## src/rtl/mbx_pkg.sv

```systemverilog
package mbx_pkg;
    typedef enum logic {
        SLOT_EMPTY = 1'b0,
        SLOT_FULL  = 1'b1
    } slot_state_e;

    localparam int unsigned IDX_STATUS = 0;
    localparam int unsigned IDX_DATA   = 1;
endpackage

```

## src/rtl/mbx_slot.sv

```systemverilog
module mbx_slot #(
    parameter int DW = 32
) (
    input  logic          clk,
    input  logic          rst_n,
    input  logic          push,
    input  logic [DW-1:0] push_data,
    input  logic          pop,
    output logic          full,
    output logic [DW-1:0] data
);
    import mbx_pkg::*;

    slot_state_e   state_q, state_d;
    logic          load;
    logic [DW-1:0] data_q;

    // state register
    always_ff @(posedge clk or negedge rst_n) begin
        if (!rst_n) state_q <= SLOT_EMPTY;
        else        state_q <= state_d;
    end

    // transitions
    always_comb begin
        state_d = state_q;
        unique case (state_q)
            SLOT_EMPTY: if (push) state_d = SLOT_FULL;
            SLOT_FULL:  if (pop)  state_d = SLOT_EMPTY;
            default:              state_d = SLOT_EMPTY;
        endcase
    end

    // outputs
    always_comb begin
        full = (state_q == SLOT_FULL);
        load = (state_q == SLOT_EMPTY) && push;
        data = data_q;
    end

    always_ff @(posedge clk or negedge rst_n) begin
        if (!rst_n)    data_q <= '0;
        else if (load) data_q <= push_data;
    end
endmodule

```

## src/rtl/mbx_status.sv

```systemverilog
module mbx_status #(
    parameter int          DW      = 32,
    parameter int          VER_W   = 4,
    parameter logic [VER_W-1:0] VERSION = 4'b0011
) (
    input  logic          w_flag,
    input  logic          r_flag,
    output logic [DW-1:0] word
);
    localparam int RSV_W = DW - VER_W - 2;

    always_comb word = {VERSION, {RSV_W{1'b0}}, w_flag, r_flag};
endmodule

```

## src/rtl/dbg_mailbox_chan.sv

```systemverilog
module dbg_mailbox_chan #(
    parameter int               DW       = 32,
    parameter int               CP_IDX_W = 2,
    parameter int               VER_W    = 4,
    parameter logic [VER_W-1:0] VERSION  = 4'b0011
) (
    input  logic                clk,
    input  logic                rst_n,
    input  logic [CP_IDX_W-1:0] cp_idx,
    input  logic                cp_rd,
    input  logic                cp_wr,
    input  logic [DW-1:0]       cp_wdata,
    output logic [DW-1:0]       cp_rdata,
    input  logic                dbg_sel,
    input  logic                dbg_rd,
    input  logic                dbg_wr,
    input  logic [DW-1:0]       dbg_wdata,
    output logic [DW-1:0]       dbg_rdata
);
    import mbx_pkg::*;

    localparam int NSLOT = 2;   // 0 outbound (cpu->dbg), 1 inbound (dbg->cpu)
    localparam int OUTB  = 0;
    localparam int INB   = 1;

    logic [NSLOT-1:0] push, pop, full;
    logic [DW-1:0]    pdata [NSLOT];
    logic [DW-1:0]    sdata [NSLOT];
    logic             cp_stat_sel, cp_data_sel;
    logic             w_full, r_full;
    logic [DW-1:0]    out_data, in_data, status;

    always_comb begin
        cp_stat_sel = (cp_idx == CP_IDX_W'(IDX_STATUS));
        cp_data_sel = (cp_idx == CP_IDX_W'(IDX_DATA));
        push[OUTB]  = cp_wr && cp_data_sel;
        pdata[OUTB] = cp_wdata;
        pop[OUTB]   = dbg_rd && dbg_sel;
        push[INB]   = dbg_wr && dbg_sel;
        pdata[INB]  = dbg_wdata;
        pop[INB]    = cp_rd && cp_data_sel;
    end

    for (genvar g = 0; g < NSLOT; g++) begin : g_slot
        mbx_slot #(.DW(DW)) u_slot (
            .clk       (clk),
            .rst_n     (rst_n),
            .push      (push[g]),
            .push_data (pdata[g]),
            .pop       (pop[g]),
            .full      (full[g]),
            .data      (sdata[g])
        );
    end

    always_comb begin
        w_full   = full[OUTB];
        r_full   = full[INB];
        out_data = sdata[OUTB];
        in_data  = sdata[INB];
    end

    mbx_status #(.DW(DW), .VER_W(VER_W), .VERSION(VERSION)) u_status (
        .w_flag (w_full),
        .r_flag (r_full),
        .word   (status)
    );

    always_comb begin
        cp_rdata = '0;
        if (cp_rd) begin
            if (cp_stat_sel)      cp_rdata = status;
            else if (cp_data_sel) cp_rdata = in_data;
        end
        dbg_rdata = '0;
        if (dbg_rd) dbg_rdata = dbg_sel ? out_data : status;
    end
endmodule

```

## config.mk

```make
export PLATFORM = sky130hd
export DESIGN_NAME = dbg_mailbox_chan
export DESIGN_NICKNAME = d
export VERILOG_FILES = /design/src/rtl/mbx_pkg.sv /design/src/rtl/mbx_slot.sv /design/src/rtl/mbx_status.sv /design/src/rtl/dbg_mailbox_chan.sv
export SDC_FILE = /design/constraint.sdc
export NUM_CORES = 1
export LEC_CHECK = 0
export BUFFER_PORTS_ARGS = -buffer_cell sky130_fd_sc_hd__buf_4
export CAP_MARGIN = 0
export CORE_MARGIN = 2
export CORE_UTILIZATION = 43
export DETAILED_ROUTE_END_ITERATION = 12
export PLACE_DENSITY = 0.75
export SETUP_SLACK_MARGIN = 0.05
export SLEW_MARGIN = 20
export SYNTH_ARGS = -nofsm -noshare
export SYNTH_HDL_FRONTEND = slang
export SYNTH_SLANG_ARGS = --single-unit
```

## constraint.sdc

```tcl
create_clock -name clk -period 1.4 [get_ports clk]
set_clock_uncertainty 0.05 [all_clocks]
set_input_delay 0.07 -clock clk [delete_from_list [all_inputs] [get_ports clk]]
set_output_delay 0.07 -clock clk [all_outputs]
set_load 0.02 [all_outputs]
```

==> results.toml <==
[status]
status = "complete, but fails checks"
violations = "negative setup slack"

[floorplanning]
ios = 137
initial_core_util_pct = 43.71
fp.dieW_microns = 89.17
die_h_microns = 89.17
rows = 31
die-area_sq_um = 7951
core_area_sq_um = 7137

[pwr]
power_uw = 6440
powerDensity_nw_per_um2 = 1249
peakVddDrop_uv = 567.8
leakagePower_uw = 0.002606

[critical_path]
end_kind = "flip-flop"
regToRegEndpoint = "g_slot[0].u_slot.data[9]$_DFFE_PN0P_"
slowest_delay_ns = 0.38
cp_cell_sequence = "and4bb_4 > buf_12 > mux2_4"
cp_top_family = "flip-flops"
arrival_ns = 1.59
path_buf_inv = 1
ff2ff_path_depth = 3
crit_type = "flip-flop to flip-flop"
startpoint_type = "flip-flop"
cp_data_required_time_ns = 1.56
r2r_start = "g_slot[0].u_slot.full$_DFF_PN0_"
rrSetupSlack_ns = -0.03
slowest_stage = "dfrtp_1"
critPathMaxFanout = 15

[route]
vias = 2466
drcViolationCount = 0
routedWlPerCell_microns = 15.27
drt_wl_total_microns = 8172
firstDrtPassIters = 3
ant_nets = 0
drt_first_iter_violations = 130
vias_per_cell = 4.609

[layout]
final_area_sq_um = 5155
drive_above_1_share_pct = 51.83
final_cell_mix = "138 x buf_4, 66 x dfrtp_1, 65 x dlygate4sd3_1"
diodes = 0
layout_commonest_cell = "buf_4"
fin_nets = 504
area_growth_pct = 65.26

[timing]
final_max_slew_viol_count = 0
worst_slack_ns = -0.02753
fin_hold_ws_ns = 0.1320
finalCritPeriodShare_pct = 102.0
rsz0062_at_grt = "true"
finalSetupViolCount = 22
finalHoldViolCount = 0
maxSlewHeadroom_pct = 72.79
period_needed_ns = 1.428
worstMarginPinSlew_ns = 0.4082
timing.fmax_mhz = 700.5

[synthesis]
ys_ff_latch = 66
synthCells = 227
ys_warn_count = 0
yosysSeqAreaShare_pct = 52.95
syn-num-nets = 300
synthesis.area_sq_um = 3119
synth_cell_types = 23
syn_avg_cell_area_sq_um = 13.74

[global_routing]
grt_pass1_wl_microns = 12250
gr-usage-all-layers_pct = 20.54
grt_max_degree = 38
grt_overflow = 0
grt_antenna_before_repair = 0
first_global_vias = 2525

[placement]
dp_hpwl_microns = 4938
gp_congestion = 0.6895
place_area_sq_um = 4259
io_buffers = 136

[clock_network]
cts.clk_slew.worst_paths_ns = 0.07
root_buffer = "clkbuf_8"
post_cts_buffers = 0
clock_sinks = 66
cts_buffer_depth = 2
insertion_delay_ns = 0.33
cts_made_buffers = 9
cts_tree = "done"
htreeDepth = 3

[worst_hold_path]
holdPathEnd = "g_slot[0].u_slot.full$_DFF_PN0_"
hold_class = "input pin to flip-flop"
min-delay-start = "dbg_rd"
whs_path_depth = 3

[job]
drv_cap = 0
[report_power, final]
group	switching [uW]	leakage, uW	internal (uW)	total [uW]
Clock	677	0.000101	920	1600
Combinational	718	0.00173	1260	1970
Sequential	306	0.000779	2560	2870
[layer usage]
metal | wire [microns] | up-vias | track usage, % | share of wire (%)
li1 | - | 1186 | - | -
met4 | 128 | 0 | 7.463 | 1.6
met2 | 4306 | 87 | 37.64 | 53
met1 | 3279 | 1181 | 23.62 | 40
met5 | 0 | - | 0 | 0
met3 | 458 | 12 | 4.155 | 5.6
[worst register-to-register path: cells and delay by family (launching register included)]
kind	cells	cell delay [ns]
flip-flops	1	0.38
AND/OR/NAND/NOR	1	0.38
multiplexers	1	0.32
buffers and inverters	1	0.19
[how the worst max path moves through the flow]
| stage | startpoint | slack (ns) | depth (start not counted) | to |
|---|---|---|---|---|
| after floorplan | g_slot[0].u_slot.full$_DFF_PN0_ | 0.02 | 4 | g_slot[0].u_slot.data[10]$_DFFE_PN0P_ |
| after global placement | g_slot[0].u_slot.full$_DFF_PN0_ | -0.02 | 3 | g_slot[0].u_slot.data[1]$_DFFE_PN0P_ |
| after detailed placement | g_slot[0].u_slot.full$_DFF_PN0_ | -0.05 | 3 | g_slot[0].u_slot.data[1]$_DFFE_PN0P_ |
| after CTS | g_slot[0].u_slot.full$_DFF_PN0_ | -0.03 | 3 | g_slot[0].u_slot.data[1]$_DFFE_PN0P_ |
| after global routing | g_slot[0].u_slot.full$_DFF_PN0_ | -0.05 | 3 | g_slot[0].u_slot.data[14]$_DFFE_PN0P_ |
| final | g_slot[0].u_slot.full$_DFF_PN0_ | -0.03 | 3 | g_slot[0].u_slot.data[9]$_DFFE_PN0P_ |
[logic make-up after synthesis]
kind of cell / Yosys count / share of synthesized area, %
buffers and inverters: 22 / 4.693
multiplexers: 68 / 27.88
AND/OR/NAND/NOR: 65 / 13.28
AO/OA/AOI/OAI: 6 / 1.203
flip-flops: 66 / 52.95
[timing repair]
| action | 4_1_cts | 5_1_grt |
|---|---|---|
| endpoints found under the hold margin | 130 | 0 |
| pin swaps | 1 | 1 |
| gates resized for setup | 5 | 1 |
| hold buffers | 65 | 0 |
| cloned | 0 | 1 |
| setup endpoints to repair | 34 | 35 |
[stage by stage]
step	setup slack (ns)	std cells	utilization [%]	setup TNS [ns]
global route	-0.05151	535	72.23	-0.9076
detailed placement	-0.05472	453	59.68	-0.3175
CTS	-0.02741	534	71.83	-0.4032
global placement	-0.02237	453	59.68	-0.03429
floorplan	0.02188	227	-	0
finish	-0.02753	535	72.23	-0.3496
[sequential cells by signal (all words and copies together) (netlist names)]
| register | count |
|---|---|
| g_slot.u_slot.full | 2 |
| g_slot.u_slot.data | 64 |
[synth_stat cells, drive strengths merged]
cell	instances	area share, %
and4bb	1	0.40
and3b	1	0.32
nand2	1	0.12
dfrtp	66	53
nor2	2	0.24
nor2b	2	0.40
a21boi	2	0.48
and3	28	5.6
a21oi	2	0.32
nand3b	1	0.36
a21o	1	0.24
buf	9	3.1
clkbuf	8	1.0
o21ai	1	0.16
mux2i	4	1.3
inv	5	0.60
mux2	64	27
nand2b	1	0.20
and2	28	5.6
[final cells by class]
type / count / area, sq um
timing repair buffer: 210 / 1823
fill: 505 / 1982
tap: 99 / 123.9
sequential: 66 / 1652
clock inverter: 2 / 35.03
inverter: 5 / 18.77
multi-input combinational: 139 / 1340
clock buffer: 14 / 162.7
Note: power is estimated with default switching activity, not from simulation.
